$ cat config.mk
export PLATFORM = sky130hd
export DESIGN_NAME = edram_strobe_decoder
export DESIGN_NICKNAME = d
export VERILOG_FILES = /design/src/rtl/dram_dec_pkg.sv /design/src/rtl/dram_sync_pipe.sv /design/src/rtl/dram_ras_timer.sv /design/src/rtl/dram_cas_guard.sv /design/src/rtl/edram_strobe_decoder.sv
export SDC_FILE = /design/constraint.sdc
export NUM_CORES = 1
export LEC_CHECK = 0
export ABC_AREA = 1
export BUFFER_PORTS_ARGS = -buffer_cell sky130_fd_sc_hd__buf_2
export CORE_ASPECT_RATIO = 2
export CORE_MARGIN = 10
export CORE_UTILIZATION = 50
export CTS_CLUSTER_DIAMETER = 200
export DETAILED_ROUTE_END_ITERATION = 10
export GPL_TIMING_DRIVEN = 0
export PLACE_DENSITY_LB_ADDON = 0.3
export SETUP_SLACK_MARGIN = 0.02
export SYNTH_ARGS = -nofsm -noshare
export SYNTH_HDL_FRONTEND = slang
export SYNTH_SLANG_ARGS = --single-unit
export TNS_END_PERCENT = 50
$ cat constraint.sdc
create_clock -name clk -period 1.8 [get_ports clk]
set_input_delay 0.09 -clock clk [delete_from_list [all_inputs] [get_ports clk]]
set_output_delay 0.09 -clock clk [all_outputs]
set_load 0.005 [all_outputs]
$ cat src/rtl/dram_dec_pkg.sv
package dram_dec_pkg;

  typedef enum logic [1:0] {
    PH_IDLE = 2'd0,
    PH_OPEN = 2'd1,
    PH_RFSH = 2'd2
  } ras_phase_t;

  localparam int LANE_COUNT = 2;

  // falling edges of active-low strobes, one bit per lane
  function automatic logic [LANE_COUNT-1:0] lane_falls(
    input logic [LANE_COUNT-1:0] prev,
    input logic [LANE_COUNT-1:0] cur
  );
    return prev & ~cur;
  endfunction

endpackage

$ cat src/rtl/dram_sync_pipe.sv
module dram_sync_pipe #(
  parameter int W = 1,
  parameter int STAGES = 2,
  parameter logic [W-1:0] RST_VAL = '0
) (
  input  logic         clk,
  input  logic         rst_n,
  input  logic [W-1:0] d,
  output logic [W-1:0] q
);

  logic [W-1:0] stg [STAGES];

  for (genvar g = 0; g < STAGES; g++) begin : g_stage
    if (g == 0) begin : g_first
      always_ff @(posedge clk or negedge rst_n) begin
        if (!rst_n) stg[g] <= RST_VAL;
        else        stg[g] <= d;
      end
    end else begin : g_next
      always_ff @(posedge clk or negedge rst_n) begin
        if (!rst_n) stg[g] <= RST_VAL;
        else        stg[g] <= stg[g-1];
      end
    end
  end

  assign q = stg[STAGES-1];

endmodule

$ cat src/rtl/dram_ras_timer.sv
module dram_ras_timer #(
  parameter int MAX_CYC = 2000
) (
  input  logic clk,
  input  logic rst_n,
  input  logic ras_low,
  output logic hit
);

  localparam int CW = $clog2(MAX_CYC + 1);

  logic [CW-1:0] cnt;

  always_ff @(posedge clk or negedge rst_n) begin
    if (!rst_n) begin
      cnt <= '0;
      hit <= 1'b0;
    end else if (!ras_low) begin
      cnt <= '0;
      hit <= 1'b0;
    end else begin
      hit <= (cnt == CW'(MAX_CYC - 1));
      if (cnt != CW'(MAX_CYC)) cnt <= cnt + 1'b1;
    end
  end

endmodule

$ cat src/rtl/dram_cas_guard.sv
module dram_cas_guard (
  input  logic clk,
  input  logic rst_n,
  input  logic ras_high,
  input  logic cas_fall_any,
  input  logic cas_all_high,
  output logic err
);

  logic armed;
  logic stale;

  always_ff @(posedge clk or negedge rst_n) begin
    if (!rst_n) begin
      armed <= 1'b0;
      stale <= 1'b0;
      err   <= 1'b0;
    end else if (!ras_high) begin
      armed <= 1'b0;
      stale <= 1'b0;
      err   <= 1'b0;
    end else begin
      err <= cas_fall_any & stale;
      if (cas_fall_any) begin
        armed <= 1'b1;
        stale <= 1'b0;
      end else if (armed && cas_all_high) begin
        stale <= 1'b1;
      end
    end
  end

endmodule

$ cat src/rtl/edram_strobe_decoder.sv
module edram_strobe_decoder
  import dram_dec_pkg::*;
#(
  parameter int ADDR_W      = 9,
  parameter int DATA_W      = 16,
  parameter int SYNC_STAGES = 2,
  parameter int RAS_MAX_CYC = 2000
) (
  input  logic              clk,
  input  logic              rst_n,
  input  logic              ras_n,
  input  logic              lcas_n,
  input  logic              ucas_n,
  input  logic              we_n,
  input  logic              oe_n,
  input  logic [ADDR_W-1:0] addr,
  input  logic [DATA_W-1:0] din,
  input  logic [DATA_W-1:0] rd_data,
  output logic              cmd_valid,
  output logic              cmd_write,
  output logic              cmd_refresh,
  output logic [ADDR_W-1:0] cmd_row,
  output logic [ADDR_W-1:0] cmd_col,
  output logic [1:0]        cmd_be,
  output logic [DATA_W-1:0] cmd_wdata,
  output logic [DATA_W-1:0] dq_out,
  output logic [1:0]        dq_oe,
  output logic              err_ras_long,
  output logic              err_cas_stray
);

  localparam int LANE_W = DATA_W / LANE_COUNT;
  localparam int STRB_W = 5;
  localparam int BUS_W  = ADDR_W + DATA_W;

  function automatic logic [ADDR_W-1:0] next_row(input logic [ADDR_W-1:0] r);
    return r + 1'b1;
  endfunction

  // synchronized strobes {oe, we, ucas, lcas, ras} and bus
  logic [STRB_W-1:0] strb_s, strb_p;
  logic [BUS_W-1:0]  bus_s;
  logic [ADDR_W-1:0] addr_s;
  logic [DATA_W-1:0] din_s;

  dram_sync_pipe #(.W(STRB_W), .STAGES(SYNC_STAGES), .RST_VAL({STRB_W{1'b1}})) u_strb_sync (
    .clk(clk), .rst_n(rst_n), .d({oe_n, we_n, ucas_n, lcas_n, ras_n}), .q(strb_s)
  );

  dram_sync_pipe #(.W(BUS_W), .STAGES(SYNC_STAGES), .RST_VAL('0)) u_bus_sync (
    .clk(clk), .rst_n(rst_n), .d({addr, din}), .q(bus_s)
  );

  assign addr_s = bus_s[BUS_W-1 -: ADDR_W];
  assign din_s  = bus_s[DATA_W-1:0];

  always_ff @(posedge clk or negedge rst_n) begin
    if (!rst_n) strb_p <= {STRB_W{1'b1}};
    else        strb_p <= strb_s;
  end

  // named internal events
  logic       ras_s, ras_fall, we_s, we_fall, oe_s, oe_rise;
  logic [1:0] cas_s, cas_p, cas_low, lane_fall, late_fall;
  logic       cas_start, cas_idle, rd_cmd;

  assign ras_s     = strb_s[0];
  assign ras_fall  = strb_p[0] & ~strb_s[0];
  assign cas_s     = strb_s[2:1];
  assign cas_p     = strb_p[2:1];
  assign we_s      = strb_s[3];
  assign we_fall   = strb_p[3] & ~strb_s[3];
  assign oe_s      = strb_s[4];
  assign oe_rise   = ~strb_p[4] & strb_s[4];
  assign cas_low   = ~cas_s;
  assign lane_fall = lane_falls(cas_p, cas_s);
  assign cas_start = (&cas_p) & (|lane_fall);
  assign late_fall = cas_start ? 2'b00 : lane_fall;
  assign cas_idle  = &cas_s;
  assign rd_cmd    = cmd_valid & ~cmd_write & ~cmd_refresh;

  ras_phase_t        phase;
  logic [ADDR_W-1:0] row_q, col_q, ref_row;
  logic              rd_pend;

  always_ff @(posedge clk or negedge rst_n) begin
    if (!rst_n) begin
      phase       <= PH_IDLE;
      row_q       <= '0;
      col_q       <= '0;
      ref_row     <= '0;
      rd_pend     <= 1'b0;
      cmd_valid   <= 1'b0;
      cmd_write   <= 1'b0;
      cmd_refresh <= 1'b0;
      cmd_row     <= '0;
      cmd_col     <= '0;
      cmd_be      <= '0;
      cmd_wdata   <= '0;
    end else begin
      cmd_valid   <= 1'b0;
      cmd_write   <= 1'b0;
      cmd_refresh <= 1'b0;
      if (ras_s) begin
        phase   <= PH_IDLE;
        rd_pend <= 1'b0;
      end else if (ras_fall) begin
        rd_pend <= 1'b0;
        if (|cas_low) begin
          phase       <= PH_RFSH;
          cmd_valid   <= 1'b1;
          cmd_refresh <= 1'b1;
          cmd_row     <= ref_row;
          cmd_col     <= '0;
          cmd_be      <= '0;
          ref_row     <= next_row(ref_row);
        end else begin
          phase <= PH_OPEN;
          row_q <= addr_s;
        end
      end else if (phase == PH_OPEN) begin
        if (cas_start) begin
          col_q     <= addr_s;
          cmd_valid <= 1'b1;
          cmd_write <= ~we_s;
          cmd_row   <= row_q;
          cmd_col   <= addr_s;
          cmd_be    <= cas_low;
          cmd_wdata <= din_s;
          rd_pend   <= we_s;
        end else if (|late_fall) begin
          cmd_valid <= 1'b1;
          cmd_write <= ~we_s;
          cmd_row   <= row_q;
          cmd_col   <= col_q;
          cmd_be    <= late_fall;
          cmd_wdata <= din_s;
          rd_pend   <= rd_pend & we_s;
        end else if (we_fall && rd_pend && (|cas_low)) begin
          cmd_valid <= 1'b1;
          cmd_write <= 1'b1;
          cmd_row   <= row_q;
          cmd_col   <= col_q;
          cmd_be    <= cas_low;
          cmd_wdata <= din_s;
          rd_pend   <= 1'b0;
        end else if (cas_idle) begin
          rd_pend <= 1'b0;
        end
      end
    end
  end

  // per-lane output data hold
  logic [1:0] lane_vld;

  for (genvar gl = 0; gl < LANE_COUNT; gl++) begin : g_lane
    always_ff @(posedge clk or negedge rst_n) begin
      if (!rst_n) begin
        lane_vld[gl]                  <= 1'b0;
        dq_out[gl*LANE_W +: LANE_W]   <= '0;
      end else if (ras_s || !we_s) begin
        lane_vld[gl] <= 1'b0;
      end else if (rd_cmd && cmd_be[gl]) begin
        lane_vld[gl]                <= 1'b1;
        dq_out[gl*LANE_W +: LANE_W] <= rd_data[gl*LANE_W +: LANE_W];
      end else if (cas_start || (oe_rise && cas_s[gl])) begin
        lane_vld[gl] <= 1'b0;
      end
    end
  end

  assign dq_oe = lane_vld & {LANE_COUNT{~oe_s}};

  dram_ras_timer #(.MAX_CYC(RAS_MAX_CYC)) u_ras_timer (
    .clk(clk), .rst_n(rst_n), .ras_low(~ras_s), .hit(err_ras_long)
  );

  dram_cas_guard u_cas_guard (
    .clk(clk), .rst_n(rst_n), .ras_high(ras_s),
    .cas_fall_any(|lane_fall), .cas_all_high(cas_idle), .err(err_cas_stray)
  );

endmodule

== After elaboration in Yosys (flattened, before gate mapping) ==
Index checks and enable logic that the tools add are counted.
Widths: inputs -> output; s select.
Storage, ports and cells
  register bits: 167
  bits in latches: 0
  ROM bits: 0
  word-level logic and storage cells: 148
  memories: 0
  RAM bits: 0
  output and inout bits: 59
  bits of input ports: 48
Operators by class
  magnitude comparators: 0
  multiply operators: 0
  equal/unequal tests: 6
  reduce and logical (&&, ||, !) cells: 33
  bitwise logic cells: 20
  divide/modulo/power cells: 0
  add/sub/neg operators: 2
  multiplexer cells: 61
  shifts and indexed selects: 0
Operators with widths (count)
  $mux 9: 12
  $mux 16: 3
  $mux 1: 34
  $mux 11: 2
  $mux 2: 10
  $reduce_and 4->1: 3
  $reduce_bool 3->1: 4
  $add 11x1->11 const B: 1
  $eq 11x11->1 const B: 1
  $ne 11x11->1 const B: 1
  $reduce_and 2->1: 5
  $add 9x1->9 const B: 1
  $not 1->1: 9
  $and 1x1->1: 8
  $logic_and 1x1->1: 7
  $reduce_and 3->1: 2
  $reduce_bool 2->1: 3
  $reduce_bool 6->1: 1
  $reduce_or 2->1: 3
  $and 2x2->2: 2
  $ne 2x1->1 const B: 2
  $reduce_bool 4->1: 1
  $logic_or 1x1->1: 3
  $ne 3x1->1 const B: 1
  other kinds (3): 3

== Logic depth before layout (Yosys ltp) ==
Gate-level depths: netlist of run 1.
  depth after elaboration: 11
  depth in mapped cells: 9
  depth with buffers taken out: 8

== By module ==
A second synthesis of run 1 with hierarchy kept.
Second synthesis, totals
  cell total of the unflattened synthesis: 671
  area, all modules: 6668.9 µm²
Modules (own cells, without submodules)
  edram_strobe_decoder: area each 4137.7 µm², times used 1, cells each 480, seq. area each 2308.5 µm²
  dram_sync_pipe at u_bus_sync: area each 1438.9 µm², times used 1, cells each 75, seq. area each 1251.2 µm²
  dram_ras_timer: area each 675.6 µm², times used 1, cells each 89, seq. area each 300.3 µm²
  dram_sync_pipe at u_strb_sync: area each 300.3 µm², times used 1, cells each 15, seq. area each 262.8 µm²
  dram_cas_guard: area each 116.4 µm², times used 1, cells each 12, seq. area each 75.1 µm²

== Least setup slack after synthesis of run 1 ==
No wires, ideal clock.
  kind: reg-to-reg
  start point: reg u_strb_sync.stg (netlist bit u_strb_sync.q[2])
  end point: reg cmd_col[8]
  data arrival time: 1277 ps
  library setup time: 117 ps
  data required time: 1683 ps
  setup slack: 405 ps
  stages on the path, launching flop included: 9
  clock period less this slack: 1395 ps
  path buffers: 1
  cell sequence: dfstp_2 > inv_1 > nand2_1 > nand2_2 > clkinv_2 > nand3_4 > buf_2 > nand3_1 > nand2_1
Between the ends
  word-level cells in the longest chain between the ends: 10
  elaborated cells between the ends (all ways): 15
  classes of those cells: eq/ne: 1; mux: 5; bitwise: 3; reduce/logical: 6
RTL lines
  start: declaration: RTL line dram_sync_pipe.sv:12  | logic [W-1:0] stg [STAGES];
  start signal: indexed assignment: RTL line dram_sync_pipe.sv:23  | else stg[g] <= stg[g-1];
  $not 2->2 *: RTL line dram_dec_pkg.sv:16, edram_strobe_decoder.sv:75
  $and 2x2->2: RTL line dram_dec_pkg.sv:16  | return prev & ~cur;
  $reduce_or 2->1: RTL line edram_strobe_decoder.sv:77  | assign cas_start = (&cas_p) & (|lane_fall);
  $and 1x1->1: RTL line edram_strobe_decoder.sv:77
  $mux 2: RTL line edram_strobe_decoder.sv:78  | assign late_fall = cas_start ? 2'b00 : lane_fall;
  $reduce_or 2->1: RTL line edram_strobe_decoder.sv:131  | end else if (|late_fall) begin
  $mux 9: RTL line edram_strobe_decoder.sv:131
  $mux 9: RTL line edram_strobe_decoder.sv:122  | if (cas_start) begin
  $mux 9: RTL line edram_strobe_decoder.sv:121  | end else if (phase == PH_OPEN) begin
  $mux 9: RTL line edram_strobe_decoder.sv:107  | end else if (ras_fall) begin
  end signal: assignment: RTL line edram_strobe_decoder.sv:127  | cmd_col <= addr_s;
  end signal: assignment: RTL line edram_strobe_decoder.sv:135  | cmd_col <= col_q;
  end signal: assignment: RTL line edram_strobe_decoder.sv:143  | cmd_col <= col_q;
  end: declaration: RTL line edram_strobe_decoder.sv:23  | output logic [ADDR_W-1:0] cmd_col,
Mark *: on every way between the ends. The rest lies on a longest branch, timed or not. The select of a mux whose other input is x is not followed.
A chain may end at the register's enable or synchronous reset.

== Worst setup path in the final report of run 1 ==
  start point: reg u_strb_sync.stg (netlist bit u_strb_sync.q[3])
  end point: reg cmd_row[7]
Between the ends
  word-level cells in the longest chain between the ends: 6
RTL lines
  $not 1->1: RTL line edram_strobe_decoder.sv:72  | assign we_fall = strb_p[3] & ~strb_s[3];
  $and 1x1->1: RTL line edram_strobe_decoder.sv:72
  $logic_and 1x1->1 (2 in a row): RTL line edram_strobe_decoder.sv:139  | end else if (we_fall && rd_pend && (|cas_low)) begin
  $reduce_bool 4->1 (no line)
  $reduce_and 4->1 (no line)
  end signal: assignment: RTL line edram_strobe_decoder.sv:126  | cmd_row <= row_q;
  end signal: assignment: RTL line edram_strobe_decoder.sv:134  | cmd_row <= row_q;
  end signal: assignment: RTL line edram_strobe_decoder.sv:142  | cmd_row <= row_q;
  end: declaration: RTL line edram_strobe_decoder.sv:22  | output logic [ADDR_W-1:0] cmd_row,
No other way between the ends.

==> impl_metrics.yaml, run 1 <==
sta:
  setup_ws_ns: 0.1425
  skew_ns: 0.008867
  rsz0062_at_grt: "no"
  min_period_ns: 1.658
  setup-tns-final_ns: 0
  hold-worst-slack_ns: 0.2559
  max-slew-margin-rel: 0.5149
  setup_viol: 0
  timing.fmax_ghz: 0.6033
  hold_viol: 0
  slew_viol_final: 0
  period_share: 0.9208
  worst_pin_slew_ns: 0.7277
floorplanning:
  die_w_um: 99.93
  start_util: 0.5089
  core_um2: 12550
  die-area_um2: 17970
  die-height_um: 179.9
  rows: 58
  io_pins: 107
clock_network:
  insertion_delay_ns: 0.43
  cts_tree: "done"
  root_buffer: "clkbuf_16"
  h-tree-depth: 4
  clk_path_buf_depth: 2
  path_clk_slew_ns: 0.07
  clock-sinks: 167
  cts_buffers: 17
  cts_setup_buffers: 0
routing:
  routed-wl-met3_um: 927
  antenna_left: 0
  dr_wl_met2_um: 8748
  drc: 0
  via_count: 5019
  dr.pass1.iters: 6
  top_layer: "met4"
  wl_met1_um: 5612
  wire_per_inst_um: 16.68
  vias_per_cell: 5.255
  routed_wl_um: 15930
  drt_iter0_drc: 244
global_route:
  grt.overflow.total: 0
  grt_pass1_vias: 5374
  grt_pass1_wl_um: 26470
  grt_max_degree: 88
  grt_usage: 0.1842
  grt_antenna_before_repair: 0
power:
  powerDensity_nw_per_um2: 1056
  p_total_mw: 8.646
  p_leak_nw: 4.171
  vdd_drop_max_uv: 799.5
place:
  dp_hpwl_um: 10980
  place_inst: 876
  io_buffers: 106
  finalWeightedCongestion: 0.8404
  pre_cts_slack_ns: 0.1863
critical_path:
  path_class: "flip-flop to flip-flop"
  r2r-start: "u_strb_sync.q[3]$_DFF_PN1_"
  worst_ep_arrival_time_ns: 2.02
  cp-start-kind: "flip-flop"
  crit_start: "u_strb_sync.q[3]$_DFF_PN1_"
  reg2regPathDepth: 7
  timing.rr.end: "cmd_row[7]$_DFFE_PN0P_"
  cp-endpoint: "cmd_row[7]$_DFFE_PN0P_"
  crit_path_end_kind: "flip-flop"
  cp_max_fo: 10
  r2r_setup_slack_ns: 0.14
  cp.required_ns: 2.17
yosys:
  synth_edf_count: 0
  synth_area_um2: 6389
  ys.flop_type: "dfrtp_1"
  synth_cells: 619
  yosysWarnings: 0
  synth-seq-area-share: 0.6571
  yosys.cell_count.top_type: "nand2_1"
  synth_seq_cells: 167
  netlist_top_cells_count: "nand2_1 (178), dfrtp_1 (152), nand3_1 (104)"
  synth.net_count: 670
  async_flop_share: 1.000
  synth_top_area_share: 0.5954
  synth_cell_types: 33
  synth_area_leader_cell: "dfrtp_1"
  syn_area_per_cell_um2: 10.32
  yosys-top-cells-area: "dfrtp_1 (60%), nand2_1 (10%), nand3_1 (8.1%)"
cells_and_area:
  fillers: 931
  finalNetCount: 843
  drive_above_1_share: 0.2472
  antenna_cells: 0
  syn2layout_area_growth_pct: 28.18
  layoutNonFillerInstCount: 955
outcome:
  status: "finished, final reports clean"
min_path:
  hp-class: "primary input to asynchronous set/reset pin"
run:
  cap_violations: 0
## how the worst min path moves through the flow
stage	start	end	slack, ns	depth (start not counted)
5_1_grt	ras_n	u_strb_sync.stg[5]$_DFF_PN1_	0.31	2
3_3_place_gp	ras_n	u_strb_sync.stg[5]$_DFF_PN1_	0.20	1
3_5_place_dp	rst_n	u_bus_sync.stg[25]$_DFF_PN0_	0.18	1
6_report	rst_n	u_bus_sync.stg[25]$_DFF_PN0_	0.26	2
2_1_floorplan	rst_n	cmd_be[0]$_DFFE_PN0P_	-0.21	0
4_1_cts	addr[1]	u_bus_sync.stg[42]$_DFF_PN0_	0.28	2
## worst max-delay path: stages (launching register included)
cell	delay, ns
dfstp_2	0.58
inv_1	0.12
nand4_1	0.25
nand2_4	0.18
nand2_8	0.14
buf_6	0.17
nand3_1	0.09
nand2_1	0.07
## where the power goes
| group | total (mW) | internal, mW | switching [mW] |
|---|---|---|---|
| sequential | 4.29 | 4.08 | 0.215 |
| combinational | 0.897 | 0.390 | 0.507 |
| clock | 3.46 | 1.86 | 1.59 |
## cell type report
| type | count | area, µm² | area share |
|---|---|---|---|
| Sequential cell | 167 | 4198 | 0.5126 |
| Multi-Input combinational cell | 385 | 1856 | 0.2266 |
| Timing Repair Buffer | 154 | 1035 | 0.1264 |
| Clock buffer | 18 | 439.2 | 0.05363 |
| Tap cell | 150 | 187.7 | 0.02292 |
| Inverter | 49 | 185.2 | 0.02261 |
| Buffer | 18 | 155.1 | 0.01895 |
| Clock inverter | 14 | 133.9 | 0.01635 |
## layout by cell type (no fill, tap or decap), types with 6 or more instances in the layout
cell type,n
o21ai_0,27
clkbuf_16,17
nand4_1,8
nor2_1,17
nand3_1,104
inv_1,43
buf_2,108
o21ai_1,6
nand2_1,178
dfstp_2,15
a21oi_1,6
nor2_4,6
buf_6,8
dlygate4sd3_1,47
dfrtp_1,152
## metal layers
metal  track usage  up-vias
li1              -     2347
met4        0.1014        0
met2        0.3277      179
met1        0.1883     2445
met5             0        -
met3       0.04493       48
## through the flow
stage          utilization  area (µm²)
5_1_grt             0.6523        8189
2_1_floorplan            -        6389
3_5_place_dp        0.5688        7141
4_1_cts             0.6519        8184
3_3_place_gp        0.5661        7107
6_report            0.6523        8189
## logic make-up (layout without fill, tap and decap cells)
logic type / count (synthesis) / in the layout / synth area share
AND/OR/NAND/NOR: 334 / 334 / 0.2419
flip-flops: 167 / 167 / 0.6571
AO/OA/AOI/OAI: 42 / 42 / 0.03369
XOR/XNOR: 6 / 6 / 0.008226
adder cells (fa/ha/maj): 3 / 3 / 0.005876
buffers and inverters: 67 / 253 / 0.05327
## registers in the layout (all words and copies together) (netlist names), 11 cells and up
signal,count
u_ras_timer.cnt,11
u_bus_sync.stg,25
u_bus_sync.q,25
cmd_wdata,16
dq_out,16
## what timing repair did
action | in CTS | in global routing
setup endpoints to repair | 0 | 1
hold buffers | 47 | 0
gates resized for setup | 0 | 1
endpoints found under the hold margin | 123 | 0
No activity file was read; power rests on OpenSTA's default activity.
==> inputs of run 2 (changes only) <==
- SYNTH_HIERARCHICAL: unset -> 1
==> impl_metrics.yaml, run 2 <==
global_route:
  grt_antenna_before_repair: 1
  grt_pass1_vias: 5372
  grt_pass1_wl_um: 25390
  grt.overflow.total: 0
  grt_usage: 0.1712
  grt_max_degree: 91
cells_and_area:
  fillers: 1013
  final_cell_mix: "nand2_1 (201), dfrtp_1 (152), buf_2 (111)"
  final_common_cell: "nand2_1"
  drive_above_1_share: 0.2762
  regArea_um2: 4198
  multi_input_area_um2: 1869
  finalNetCount: 896
  post-route-cell-area_um2: 8532
  syn2layout_area_growth_pct: 27.94
sta:
  skew_ns: 0.009396
  max-slew-margin-rel: 0.5225
  min_period_ns: 1.698
  rsz0062_at_grt: "yes"
  period_share: 0.9434
  timing.fmax_ghz: 0.5889
  slew_viol_final: 0
  worst_pin_slew_ns: 0.7163
  setup_viol: 0
  hold_viol: 0
  setup_ws_ns: 0.1018
routing:
  drc: 0
  drt_iter0_drc: 211
  via_count: 5052
  wire_per_inst_um: 15.01
  routed_wl_um: 15180
  dr.pass1.iters: 5
  vias_per_cell: 4.997
  antenna_left: 0
place:
  place_area_um2: 7423
  io_buffers: 106
  pre_cts_slack_ns: -0.03360
  finalWeightedCongestion: 0.8794
  dp_hpwl_um: 10650
clock_network:
  cts_tree: "done"
  root_buffer: "clkbuf_16"
  insertion_delay_ns: 0.42
  clock-sinks: 167
  clk_path_buf_depth: 2
  path_clk_slew_ns: 0.07
  cts_buffers: 17
  h-tree-depth: 4
power:
  p_leak_nw: 4.526
  p_total_mw: 9.434
  vdd_drop_max_uv: 664.5
  switching_share: 0.2664
  intPower_mw: 6.921
  power_frac_clock: 0.392
  combPwrFrac: 0.132
  pwr-share-seq: 0.476
  switching_power_mw: 2.513
  powerDensity_nw_per_um2: 1106
floorplanning:
  core_um2: 13070
  start_util: 0.5104
  rows: 59
  die_w_um: 101.7
  io_pins: 107
  die-height_um: 183.3
  die-area_um2: 18640
critical_path:
  cp_max_fo: 10
  crit_path_end_kind: "flip-flop"
  cp-start-kind: "flip-flop"
  r2r-start: "u_strb_sync/q[0]$_DFF_PN1_"
  worst_ep_arrival_time_ns: 2.01
  cp.required_ns: 2.11
  reg2regPathDepth: 9
  r2r_setup_slack_ns: 0.10
  timing.rr.end: "cmd_row[0]$_DFFE_PN0P_"
  path_class: "flip-flop to flip-flop"
yosys:
  netlist_top_cells_count: "nand2_1 (201), dfrtp_1 (152), inv_1 (66), nand3_1 (66), o21ai_0 (36)"
  yosys-top-cells-area: "dfrtp_1 (57%), nand2_1 (11%), dfstp_2 (5.9%)"
  synth_edf_count: 0
  yosysWarnings: 6
  synth_cells: 671
  yosys.cell_count.top_type: "nand2_1"
  synth.net_count: 722
  synth_seq_cells: 167
  synth_top_area_share: 0.5704
  synth-seq-area-share: 0.6295
  ys.flop_type: "dfrtp_1"
  synth_area_leader_cell: "dfrtp_1"
  synth_cell_types: 32
  syn_area_per_cell_um2: 9.939
  synth_area_um2: 6669
  async_flop_share: 1.000
run:
  cap_violations: 0
min_path:
  hp-class: "primary input to asynchronous set/reset pin"
outcome:
  status: "finished, final reports clean"
run 2: changes by cell type after synthesis, moves of 9 or more:
cell	delta
buf_4	+27
inv_1	+23
nand2_1	+23
nand3_1	-38
nor2_1	+9
o21ai_0	+9
o21ai_2	+9
run 2: worst max-delay path by stage:
stage / startpoint / end / slack (ns) / cells after the start
floorplan: u_strb_sync/q[0]$_DFF_PN1_ / col_q[8]$_DFFE_PN0P_ / 0.27 / 9
global placement: rst_n / u_bus_sync/stg[48]$_DFF_PN0_ / -1.68 / 1
detailed placement: u_strb_sync/q[3]$_DFF_PN1_ / dq_out[0]$_DFFE_PN0P_ / -0.03 / 6
CTS: u_strb_sync/q[0]$_DFF_PN1_ / col_q[8]$_DFFE_PN0P_ / 0.02 / 9
global route: u_strb_sync/q[2]$_DFF_PN1_ / cmd_col[4]$_DFFE_PN0P_ / 0.009 / 11
finish: u_strb_sync/q[0]$_DFF_PN1_ / cmd_row[0]$_DFFE_PN0P_ / 0.10 / 9
run 2: logic make-up after synthesis:
family	synth area share
adders and majority gates	0.005629
xor gates and xnor gates	0.009193
AOI/OAI and AO/OA	0.04522
and+or+nand+nor	0.2188
buffers and inverters	0.09174
DFF	0.6295
run 2: power groups by stage:
| stage | Clock (mW) | Combinational (mW) | Sequential (mW) |
|---|---|---|---|
| floorplan | 0 | 0.580 | 4.53 |
| global placement | 0 | 1.11 | 4.52 |
| detailed placement | 0 | 1.17 | 4.55 |
| CTS | 3.76 | 1.26 | 4.48 |
| global route | 3.89 | 1.42 | 4.55 |
| finish | 3.70 | 1.25 | 4.49 |
run 2: what timing repair did:
| item | in CTS | in global routing |
|---|---|---|
| endpoints found under the hold margin | 123 | 0 |
| gates resized for setup | 1 | 9 |
| hold buffers | 47 | 0 |
| setup buffers | 0 | 2 |
| endpoints found under the setup margin | 12 | 41 |
| pin swaps | 1 | 4 |
run 2: layer usage:
metal / vias to the layer above / global-route usage / share of wire
met3: 28 / 0.04104 / 0.046
met4: 0 / 0.08520 / 0.029
met1: 2450 / 0.1770 / 0.38
li1: 2425 / - / -
met2: 149 / 0.3093 / 0.55
met5: - / 0 / 0
run 2: layout make-up:
class,count,area share
Sequential cell,167,0.4920
Tap cell,152,0.02229
Timing Repair Buffer,156,0.1230
Buffer,47,0.04136
Clock inverter,13,0.01892
Inverter,70,0.03109
Multi-Input combinational cell,386,0.2191
Antenna cell,1,0.0002933
Clock buffer,19,0.05191
run 2: metrics by stage:
stage	hold slack [ns]	utilization	instances	TNS, ns
floorplan	-0.2056	-	671	0
global placement	0.1960	0.5655	929	-264.12
detailed placement	0.1699	0.5681	930	-0.03560
CTS	0.2892	0.6505	1008	0
global route	0.3102	0.6530	1011	0
finish	0.2561	0.6530	1011	0
run 2: worst max-delay path, cell delays in order, from the launching register on:
cell and delay, ns:
dfstp_2 0.53, buf_4 0.16, inv_2 0.09, nand2_4 0.12
inv_4 0.09, nand2_4 0.14, nand2_1 0.12, buf_6 0.16
nand2_1 0.10, nand2_1 0.07
